`config.mk`:
```
export PLATFORM = sky130hd
export DESIGN_NAME = evt_irq_ctrl
export DESIGN_NICKNAME = d
export VERILOG_FILES = /design/src/rtl/evt_irq_ctrl.sv
export SDC_FILE = /design/constraint.sdc
export NUM_CORES = 1
export LEC_CHECK = 0
export BUFFER_PORTS_ARGS = -buffer_cell sky130_fd_sc_hd__buf_2
export CAP_MARGIN = 20
export CORE_ASPECT_RATIO = 0.9
export CORE_MARGIN = 8
export CORE_UTILIZATION = 32
export CTS_CLUSTER_SIZE = 24
export DETAILED_ROUTE_END_ITERATION = 8
export GPL_ROUTABILITY_DRIVEN = 0
export SYNTH_ARGS = -nofsm -noshare
export SYNTH_HDL_FRONTEND = slang
export SYNTH_SLANG_ARGS = --single-unit
```
`constraint.sdc`:
```
create_clock -name clk -period 1.2 [get_ports clk]
set_input_delay 0.24 -clock clk [delete_from_list [all_inputs] [get_ports clk]]
set_output_delay 0.24 -clock clk [all_outputs]
set_load 0.01 [all_outputs]
```
`src/rtl/evt_irq_ctrl.sv`:
```
module evt_irq_ctrl #(
  parameter int N_EVT  = 8,
  parameter int DATA_W = 16,
  parameter int VEC_W  = 8
) (
  input  logic              clk,
  input  logic              rst_n,
  input  logic [N_EVT-1:0]  evt_in,
  input  logic              wr_en,
  input  logic [1:0]        addr,
  input  logic [DATA_W-1:0] wdata,
  output logic [DATA_W-1:0] rdata,
  output logic              irq_out,
  input  logic              ack_req,
  output logic              ack_out,
  output logic [VEC_W-1:0]  ack_vec
);
  localparam logic [1:0] A_STAT = 2'd0;
  localparam logic [1:0] A_MASK = 2'd1;
  localparam logic [1:0] A_VEC  = 2'd2;
  localparam logic [1:0] A_CTRL = 2'd3;

  logic [N_EVT-1:0] stat_q, mask_q;
  logic [VEC_W-1:0] vec_q;
  logic             req_q;

  wire wr_stat  = wr_en && addr == A_STAT;
  wire wr_mask  = wr_en && addr == A_MASK;
  wire wr_vec   = wr_en && addr == A_VEC;
  wire soft_rst = wr_en && addr == A_CTRL && wdata[0];
  wire [N_EVT-1:0] clr_bits = wr_stat ? wdata[N_EVT-1:0] : '0;
  wire ack_fire = ack_req && !req_q && irq_out;

  logic unused_wdata;
  assign unused_wdata = ^wdata;

  assign irq_out = |(stat_q & mask_q);

  always_ff @(posedge clk or negedge rst_n) begin
    if (!rst_n) begin
      stat_q  <= '0;
      mask_q  <= '0;
      vec_q   <= '0;
      req_q   <= 1'b0;
      ack_out <= 1'b0;
      ack_vec <= '0;
    end else if (soft_rst) begin
      stat_q  <= '0;
      mask_q  <= '0;
      vec_q   <= '0;
      req_q   <= ack_req;
      ack_out <= 1'b0;
      ack_vec <= '0;
    end else begin
      stat_q  <= (stat_q & ~clr_bits) | evt_in;
      if (wr_mask) mask_q <= wdata[N_EVT-1:0];
      if (wr_vec)  vec_q  <= wdata[VEC_W-1:0];
      req_q   <= ack_req;
      ack_out <= ack_fire;
      ack_vec <= ack_fire ? vec_q : '0;
    end
  end

  always_comb begin
    rdata = '0;
    case (addr)
      A_STAT:  rdata[N_EVT-1:0] = stat_q;
      A_MASK:  rdata[N_EVT-1:0] = mask_q;
      A_VEC:   rdata[VEC_W-1:0] = vec_q;
      default: rdata = '0;
    endcase
  end


  sw_no_set_chk: assert property (@(posedge clk) disable iff (!rst_n)
    1'b1 |=> ((stat_q & ~$past(stat_q) & ~$past(evt_in)) == '0));


  w1c_clear_chk: assert property (@(posedge clk) disable iff (!rst_n)
    wr_stat |=> ((stat_q & $past(wdata[N_EVT-1:0]) & ~$past(evt_in)) == '0));


  no_read_clear_chk: assert property (@(posedge clk) disable iff (!rst_n)
    !wr_en |=> (($past(stat_q) & ~stat_q) == '0));


  set_wins_chk: assert property (@(posedge clk) disable iff (!rst_n)
    !soft_rst |=> (($past(evt_in) & ~stat_q) == '0));


  irq_level_chk: assert property (@(posedge clk) disable iff (!rst_n)
    (irq_out && !wr_en) |=> irq_out);


  soft_rst_chk: assert property (@(posedge clk) disable iff (!rst_n)
    soft_rst |=> (stat_q == '0 && mask_q == '0 && vec_q == '0 && !irq_out && !ack_out));


  ack_cause_chk: assert property (@(posedge clk) disable iff (!rst_n)
    ack_out |-> ($past(irq_out) && $past(ack_req)));


  ack_single_chk: assert property (@(posedge clk) disable iff (!rst_n)
    ack_out |=> !ack_out);
endmodule

```
# [Word level (Yosys, flattened, before mapping)]
# Index checks and enable logic that the tools add are counted.
[classes] eq_ne=3 muxes=10 bitwise_logic=4 n_reduce_logical=12
[ops] cell="$mux 8" count=8
[ops] cell="$pmux 8 s3" count=1
[ops] cell="$and 8x8->8" count=2
[ops] cell="$not 8->8" count=1
[ops] cell="$or 8x8->8" count=1
[ops] cell="$reduce_or 8->1" count=1
[ops] cell="$logic_and 1x1->1" count=7
[ops] cell="$eq 2x2->1 const B" count=2
[ops] cell="$reduce_bool 2->1" count=2
[ops] cell="$eq 2x1->1 const B" count=1
[ops] cell="$logic_not 2->1" count=1
[ops] cell="$logic_not 1->1" count=1
[ops] cell="$mux 1" count=1
[totals] register_bits=34 input_bits=30 output_inout_bits=26 elab_cells=35

# [Logic depth before layout (Yosys ltp)]
# Gate-level depths: netlist of run 1.
[depth] ltp_word=7 mapped_depth=4 ltp_nobuf=3

# [Worst setup path before layout of run 1]
# Ideal clock, no wire load.
[synth_timing] path_kind="flip-flop to output port" from="reg stat_q[7]" to="out irq_out" arrival_ns=0.963 required_time_ns=0.960 slack_ns=-0.003 stages_incl_launch_ff=5 n_path_buf=1 cell_sequence="dfrtp_1 a22oi_1 and4_1 buf_2 inv_1"
[synth_between] elab_chain_len=2
[synth_lines] element="start, declared" line_no="23" source="logic [N_EVT-1:0] stat_q, mask_q;"
[synth_lines] element="start signal, assigned" line_no="55" source="stat_q <= (stat_q & ~clr_bits) | evt_in;"
[synth_lines] element="$and 8x8->8" line_no="37" source="assign irq_out = |(stat_q & mask_q);"
[synth_lines] element="$reduce_or 8->1" line_no="37"
[synth_lines] element="end, declared" line_no="13" source="output logic irq_out,"
# Every way passes these cells.

# [Worst setup path after layout of run 1]
[layout_timing] from="reg stat_q[1]" to="out irq_out"
# Same word-level chain as after synthesis.

==> impl_metrics.tcl, run 1 <==
set metrics [dict create \
    status "finished with violations" \
    violations "negative setup slack" \
    final_ant_viol_nets 0 \
    clk_root_buffer_cell "sky130_fd_sc_hd__clkbuf_8" \
    postSynth.topFlopCell "sky130_fd_sc_hd__dfrtp_1" \
    setup_violations 18 \
    diodes 0 \
    h-tree-depth 2 \
    cts_sinks 34 \
    tightest_slew_ns 0.621 \
    io_buffers 39 \
    detailedPlacementHpwl_um 3010 \
    post_synth_instance_area_mm2 0.00153 \
    layout-drive-gt1-share 0.409 \
    cts_inserted_buffers 5 \
    yosysTopAreaCell "sky130_fd_sc_hd__dfrtp_1" \
    gr-total-overflow 0 \
    timing.reg2reg.worst_path_depth 5 \
    critical_setup_path_kind "reg2out" \
    synth_edf_count 0 \
    layout-area-overhead-vs-synth_pct 39.9 \
    drt-pass1-iter-count 4 \
    clock_latency_reported_for_the_late_side_of_the_worst_skew_pair_ns 0.29 \
    drt_wl_total_um 4120 \
    post-route-min-period_ns 1.55 \
    layout_worst_path_cycle_share 1.30 \
    count_of_synthesis_stage_warnings_from_yosys 0 \
    leakage_uw 0.00109 \
    die_h_um 81.5 \
    ys_seq_elements 34 \
    final.hold.worst_slack_ns 0.0880 \
    report.final.hold_viol_count 0 \
    syn_area_per_cell_um2 11.1 \
    final.setup.worst_slack_ns -0.354 \
    synth_most_common_cell "sky130_fd_sc_hd__dfrtp_1" \
    rsz0062_at_grt "true" \
    grt_max_degree 35 \
    clk_path_buf_depth 2 \
    synth_top_cells_by_count "34 x sky130_fd_sc_hd__dfrtp_1, 16 x sky130_fd_sc_hd__a22o_1, 16 x sky130_fd_sc_hd__o21ai_0" \
    r2r_slack_ns -0.07 \
    hp-class "in2reg" \
    floorplan.initialDensity 0.324 \
    grt_util_all_layers 0.118 \
    power_density_mw_per_mm2 1300 \
    startpoint_type "register" \
    post-place-cells 262 \
    synth.area.top_cells "sky130_fd_sc_hd__dfrtp_1 56%, sky130_fd_sc_hd__a22o_1 9.2%, sky130_fd_sc_hd__mux2i_1 5.2%, sky130_fd_sc_hd__o21ai_0 5.2%, sky130_fd_sc_hd__buf_4 3.9%" \
    worstHoldPathCells 1 \
    irDropWorstVdd_uv 484 \
    cp_max_fo 2 \
    grt_first_pass_wirelength_um 6310 \
    floorplan.io_pins 56 \
    layout.cells.non_filler 273 \
    post_drt_via_cell_ratio 4.66 \
    cts_tree "built" \
    worstSetupEndpointType "output pin" \
    synth-seq-area-share 0.557 \
    synth_top_area_share 0.557 \
    detail_route.drc_violations 0 \
    design_area_mm2 0.00214 \
    drtIter0Drc 35 \
    die-width_um 88.8 \
    layout.core_utilization 0.453 \
    post_synth_inst_count 137 \
    cp.required_ns 0.96 \
    die-area_mm2 0.00724 \
    first_global_vias 1282 \
    fin_worst_skew_ns 0.00426 \
    synth-async-reset-ratio 1.00 \
    timing.max_slew.rel_slack 0.584 \
    number_of_antenna_violations_at_the_first_check_in_global_routing 0 \
    placed_area_mm2 0.00195 \
    arrival_ns 1.31 \
    ys_types 21 \
    fmax_mhz 643 \
    detail_route.wl_per_cell_um 15.1 \
    max-cap-violations 0 \
    final_nets 238 \
    fillCellCount 457 \
    std_cell_rows 24 \
    finalMaxSlewViolations 0 \
    clk_transition_reported_paths_ns 0.06 \
    coreArea_mm2 0.00471 \
    via_count 1271 \
]
[sequential cells by signal, indices dropped and copies added, names as in the netlist]
register / flops
req_q: 1
ack_vec: 8
vec_q: 8
ack_out: 1
stat_q: 8
mask_q: 8
[per-layer routing]
layer / part of all wire / track usage / vias up
li1: - / - / 625
met2: 0.46 / 0.187 / 32
met5: 0 / 0 / -
met3: 0.067 / 0.0450 / 6
met1: 0.46 / 0.144 / 608
met4: 0.011 / 0.0405 / 0
[power breakdown]
part	leakage (uW)	internal [uW]	total [uW]	switching, uW
combinational	0.000625	356	657	302
clock	0.0000438	388	773	384
sequential	0.000419	1260	1340	80.7
[cells in the final DEF (no fill, tap or decap), drive strengths merged, types with 2 or more instances in the layout]
cell and n:
a21o 2, nor2 3, a22o 16, clkbuf 6
a22oi 4, o21ai 16, nor3b 9, conb 8
nand2 10, clkinv 2, mux2i 8, dfrtp 34
buf 67, a31oi 8, inv 10
[worst paths after layout]
kind	end	start
worst max-delay path	irq_out	stat_q[1]
worst min-delay path	req_q	ack_req
worst max register to register	ack_vec[2]	stat_q[1]
worst min register to register	vec_q[3]	vec_q[3]
max in group asynchronous	mask_q[6]	rst_n
min in group asynchronous	ack_vec[7]	rst_n
[per-stage QoR]
step           total power, uW  setup TNS, ns  worst slack [ns]
6_report                  2770          -2.37            -0.354
5_1_grt                   2920          -3.26            -0.402
4_1_cts                   2720          -1.80            -0.369
3_5_place_dp              1910          -3.08            -0.150
3_3_place_gp              1910          -2.36            -0.125
2_1_floorplan             1630              0            0.0337
[worst max-delay path: stages (launching register included)]
cell                      delay (ns)
sky130_fd_sc_hd__dfrtp_1        0.39
sky130_fd_sc_hd__a22oi_1        0.23
sky130_fd_sc_hd__and4_4         0.27
sky130_fd_sc_hd__inv_2          0.04
sky130_fd_sc_hd__buf_6          0.11
[final cells by class]
type                       instances  area (um^2)  share of cell area
tap                               65         81.3              0.0381
multi-input combinational         88          609               0.285
inverter                          10         37.5              0.0176
timing repair buffer              69          478               0.224
sequential                        34          851               0.398
clock buffer                       5         68.8              0.0322
clock inverter                     2         10.0             0.00469
[timing repair]
action                                 4_1_cts  5_1_grt
buffers inserted                             0        2
endpoints found under the hold margin       34        0
pin swaps                                    2        2
resized for setup                           17       11
hold buffers                                 1        0
cloned                                       0        1
setup endpoints to repair                   18       18
[logic make-up (layout without fill, tap and decap cells)]
logic type | Yosys count | after routing | share of synthesized area
other | 1 | 8 | 0.00246
muxes | 8 | 8 | 0.0525
AOI/OAI and AO/OA | 46 | 46 | 0.207
buffers and inverters | 22 | 86 | 0.0803
and+or+nand+nor | 26 | 26 | 0.101
DFF | 34 | 34 | 0.557
(Power assumes the default switching activity.)
==> run 2: changes to the inputs <==
==> constraint.sdc (replaced) <==
create_clock -name clk -period 1.2 [get_ports clk]
set_input_delay 0.18 -clock clk [delete_from_list [all_inputs] [get_ports clk]]
set_output_delay 0.18 -clock clk [all_outputs]
set_load 0.01 [all_outputs]
==> impl_metrics.tcl, run 2 (synthesis results as in run 1) <==
set metrics [dict create \
    cp_max_fo 2 \
    report.final.hold_viol_count 0 \
    mostFrequentLayoutCells "37 x sky130_fd_sc_hd__buf_2, 34 x sky130_fd_sc_hd__dfrtp_1, 19 x sky130_fd_sc_hd__buf_4, 16 x sky130_fd_sc_hd__a22o_1" \
    layout-area-overhead-vs-synth_pct 37.3 \
    leading_cell_type_in_the_layout_fill_and_taps_excluded "sky130_fd_sc_hd__buf_2" \
    via_count 1306 \
    cts_sinks 34 \
    first_global_vias 1271 \
    detail_route.wl_per_cell_um 15.9 \
    worstSetupEndpointType "output pin" \
    critical_setup_path_kind "reg2out" \
    detailedPlacementHpwl_um 3080 \
    final_nets 235 \
    combinationalPowerShare 0.221 \
    hold_path.startpoint "ack_req" \
    multiInputGateArea_um2 599 \
    die-area_mm2 0.00724 \
    power.share.switching 0.271 \
    fmax_mhz 671 \
    drtIter0Drc 49 \
    max-cap-violations 0 \
    gr-total-overflow 0 \
    final_ant_viol_nets 0 \
    finalMaxSlewViolations 0 \
    rr_startpoint "stat_q[1]" \
    detail_route.drc_violations 0 \
    cts_tree "built" \
    number_of_antenna_violations_at_the_first_check_in_global_routing 0 \
    coreArea_mm2 0.00471 \
    clk_transition_reported_paths_ns 0.06 \
    tightest_slew_ns 0.654 \
    pre_cts_ws_ns -0.0812 \
    cp.required_ns 1.02 \
    drt-pass1-iter-count 4 \
    grt_util_all_layers 0.120 \
    die_h_um 81.5 \
    intPower_uw 2020 \
    post-route-min-period_ns 1.49 \
    fillCellCount 450 \
    rsz0062_at_grt "true" \
    std_cell_rows 24 \
    fin_worst_skew_ns 0.00717 \
    final.hold.worst_slack_ns 0.0270 \
    p_switching_uw 751 \
    die-width_um 88.8 \
    clock_latency_reported_for_the_late_side_of_the_worst_skew_pair_ns 0.28 \
    diodes 0 \
    seqPwrFrac 0.483 \
    timing.max_slew.rel_slack 0.563 \
    startpoint_type "register" \
    violations "negative setup slack" \
    floorplan.initialDensity 0.324 \
    layout.core_utilization 0.445 \
    grt_max_degree 35 \
    layout-drive-gt1-share 0.387 \
    leakage_uw 0.00107 \
    placed_area_mm2 0.00193 \
    grt_first_pass_wirelength_um 6510 \
    post_drt_via_cell_ratio 4.86 \
    clk_path_buf_depth 2 \
    clkPwrFrac 0.296 \
    cts_inserted_buffers 5 \
    io_buffers 39 \
    power_density_mw_per_mm2 1320 \
    floorplan.io_pins 56 \
    final.setup.worst_slack_ns -0.290 \
    clk_root_buffer_cell "sky130_fd_sc_hd__clkbuf_8" \
    drt_wl_total_um 4280 \
    hp-class "in2reg" \
    arrival_ns 1.31 \
    irDropWorstVdd_uv 497 \
    post-layout-total-power_uw 2770 \
    layout_worst_path_cycle_share 1.24 \
    status "finished with violations" \
    layout.area.seq_um2 851 \
    setup_violations 18 \
    design_area_mm2 0.00210 \
    h-tree-depth 2 \
    critPathLaunch "stat_q[1]" \
]
## run 2: final timing paths
| check | endpoint | slack (ns) | depth (start not counted) |
|---|---|---|---|
| worst max-delay path | irq_out | -0.29 | 4 |
| min in group asynchronous | mask_q[7] | 0.39 | 3 |
| max in group asynchronous | ack_out | 0.64 | 3 |
| worst min register to register | vec_q[3] | 0.53 | 1 |
| worst max register to register | ack_vec[6] | -0.03 | 4 |
| worst min-delay path | req_q | 0.03 | 1 |
## run 2: stage by stage
stage          cells  setup TNS [ns]
2_1_floorplan    144               0
3_3_place_gp     259           -1.10
3_5_place_dp     259           -1.31
4_1_cts          267           -1.09
5_1_grt          269           -2.25
6_report         269           -1.23
## run 2: repair_timing
item,CTS,global route
hold buffers,1,0
endpoints found under the setup margin,18,18
setup buffers,2,4
gates resized for setup,19,5
pin swaps,4,4
endpoints found under the hold margin,34,0
## run 2: worst max-delay path, stage by stage, from the launching register on
cell and delay [ns]:
sky130_fd_sc_hd__dfrtp_1 0.39, sky130_fd_sc_hd__a22oi_2 0.23, sky130_fd_sc_hd__and4_4 0.26, sky130_fd_sc_hd__inv_2 0.04
sky130_fd_sc_hd__buf_6 0.11
## run 2: cell type report
class / instances / area share
Multi-Input combinational cell: 88 / 0.286
Clock buffer: 6 / 0.0394
Timing Repair Buffer: 66 / 0.212
Sequential cell: 34 / 0.406
Tap cell: 65 / 0.0388
Inverter: 10 / 0.0179
## run 2: power groups by stage
stage                     Combinational (uW)  Sequential (uW)  Clock [uW]
final                                    613             1340         821
after global routing                     673             1350         887
after CTS                                599             1340         848
after detailed placement                 549             1350           0
after global placement                   543             1350           0
after floorplan                          280             1340           0
## run 2: metal layers
| layer | track usage | share of wire |
|---|---|---|
| met4 | 0.0641 | 0.0033 |
| met3 | 0.0370 | 0.11 |
| met1 | 0.156 | 0.42 |
| met2 | 0.175 | 0.47 |
| met5 | 0 | 0 |
==> run 3: changes to the inputs <==
SETUP_SLACK_MARGIN = 0.05   (was default)
==> impl_metrics.tcl, run 3 (synthesis results as in run 1) <==
set metrics [dict create \
    grt_util_all_layers 0.122 \
    timing.critical_path.cells "a22oi_2 > and4_4 > inv_2 > buf_6" \
    die-area_mm2 0.00724 \
    leading_cell_type_in_the_layout_fill_and_taps_excluded "sky130_fd_sc_hd__buf_2" \
    design_area_mm2 0.00213 \
    hold_path.startpoint "ack_req" \
    post-layout-total-power_uw 2830 \
    detail_route.drc_violations 0 \
    coreArea_mm2 0.00471 \
    critical_path.n_buffers_inverters 2 \
    final_ant_viol_nets 0 \
    die_h_um 81.5 \
    number_of_antenna_violations_at_the_first_check_in_global_routing 0 \
    rr_startpoint "stat_q[1]" \
    max-cap-violations 0 \
    io_buffers 39 \
    clock_latency_reported_for_the_late_side_of_the_worst_skew_pair_ns 0.28 \
    status "finished with violations" \
    detail_route.wl_per_cell_um 15.9 \
    multiInputGateArea_um2 604 \
    fillCellCount 443 \
    worstSetupEndpointType "output pin" \
    post_drt_via_cell_ratio 4.84 \
    layout.cells.non_filler 272 \
    post-place-cells 259 \
    final.hold.worst_slack_ns 0.0271 \
    grt_max_degree 35 \
    cp_max_fo 2 \
    mostFrequentLayoutCells "37 x sky130_fd_sc_hd__buf_2, 34 x sky130_fd_sc_hd__dfrtp_1, 19 x sky130_fd_sc_hd__buf_4, 16 x sky130_fd_sc_hd__a22o_1, 10 x sky130_fd_sc_hd__buf_6" \
    finalMaxSlewViolations 0 \
    layout.core_utilization 0.453 \
    hp-class "in2reg" \
    tightest_slew_ns 0.655 \
    r2r_slack_ns -0.17 \
    via_count 1317 \
    grt_first_pass_wirelength_um 6600 \
    timing.max_slew.rel_slack 0.562 \
    post-route-min-period_ns 1.50 \
    report.final.hold_viol_count 0 \
    cts_tree "built" \
    critPathTopFamily "flip-flops" \
    critical_setup_path_kind "reg2out" \
    slowest_stage "sky130_fd_sc_hd__dfrtp_1" \
    timing.reg2reg.worst_path_depth 6 \
    clk_transition_reported_paths_ns 0.06 \
    h-tree-depth 2 \
    clk_root_buffer_cell "sky130_fd_sc_hd__clkbuf_8" \
    critical-path-max-stage-delay_ns 0.39 \
    final_nets 238 \
    setup_violations 18 \
    layout_worst_path_cycle_share 1.25 \
    worst_r2r_endpoint "ack_vec[6]" \
    violations "negative setup slack" \
    irDropWorstVdd_uv 547 \
    drtIter0Drc 50 \
    std_cell_rows 24 \
    placed_area_mm2 0.00193 \
    drt_wl_total_um 4320 \
    layout.area.seq_um2 851 \
    arrival_ns 1.32 \
    die-width_um 88.8 \
    cts_sinks 34 \
    hold_end "req_q" \
    startpoint_type "register" \
    cp.required_ns 1.02 \
    rsz0062_at_grt "true" \
    diodes 0 \
    floorplan.initialDensity 0.324 \
    final.setup.worst_slack_ns -0.295 \
    fin_worst_skew_ns 0.00709 \
    detailedPlacementHpwl_um 3080 \
    floorplan.io_pins 56 \
    cts_inserted_buffers 5 \
    gr-total-overflow 0 \
    layout-drive-gt1-share 0.401 \
    power_density_mw_per_mm2 1320 \
    clk_path_buf_depth 2 \
    worstHoldPathCells 1 \
    leakage_uw 0.00109 \
    fmax_mhz 669 \
    drt-pass1-iter-count 4 \
    first_global_vias 1288 \
    layout-area-overhead-vs-synth_pct 39.8 \
]
run 3: where the power goes:
part	internal, uW	total, uW	switching [uW]	leakage, uW
sequential	1260	1340	83.3	0.000419
clock	442	820	378	0.0000431
combinational	361	664	304	0.000624
total	2060	2830	765	0.00109
run 3: metrics by stage:
step | TNS, ns | worst slack (ns)
CTS | -1.73 | -0.326
finish | -2.48 | -0.295
global placement | -1.10 | -0.0655
floorplan | 0 | 0.0571
global route | -3.41 | -0.346
detailed placement | -1.31 | -0.0812
run 3: area by class of cell:
| cell class | count | share of cell area |
|---|---|---|
| timing repair buffer | 69 | 0.224 |
| multi-input combinational | 88 | 0.283 |
| sequential | 34 | 0.399 |
| clock buffer | 6 | 0.0387 |
| inverter | 10 | 0.0176 |
| tap | 65 | 0.0381 |
run 3: worst max-delay path by stage:
stage	endpoint	slack, ns	cells past startpoint	start
after floorplan	irq_out	0.06	4	stat_q[7]
after global placement	vec_q[1]	-0.07	4	addr[1]
after detailed placement	mask_q[4]	-0.08	4	addr[0]
after CTS	irq_out	-0.33	4	mask_q[1]
after global routing	irq_out	-0.35	4	stat_q[1]
final	irq_out	-0.30	4	stat_q[1]
run 3: layer usage:
metal  vias to the layer above  wire length, um  global-route usage
met5                         -                0                   0
met4                         0               51              0.0641
met3                         5              431              0.0370
met2                        52             2040               0.179
met1                       639             1800               0.158
li1                        621                -                   -
run 3: worst reg2reg max path, stage by stage, from the launching register on:
cell and delay, ns:
sky130_fd_sc_hd__dfrtp_1 0.39, sky130_fd_sc_hd__a22oi_2 0.23, sky130_fd_sc_hd__and4_4 0.27, sky130_fd_sc_hd__buf_4 0.11
sky130_fd_sc_hd__buf_6 0.09, sky130_fd_sc_hd__buf_6 0.11, sky130_fd_sc_hd__nor3b_1 0.05
run 3: what timing repair did:
item                       4_1_cts  5_1_grt
gates cloned                     1        0
setup endpoints to repair       18       18
hold buffers                     1        0
pin swaps                        4        4
hold endpoints to repair        34        0
setup buffers                    3        4
gates resized for setup         20        7
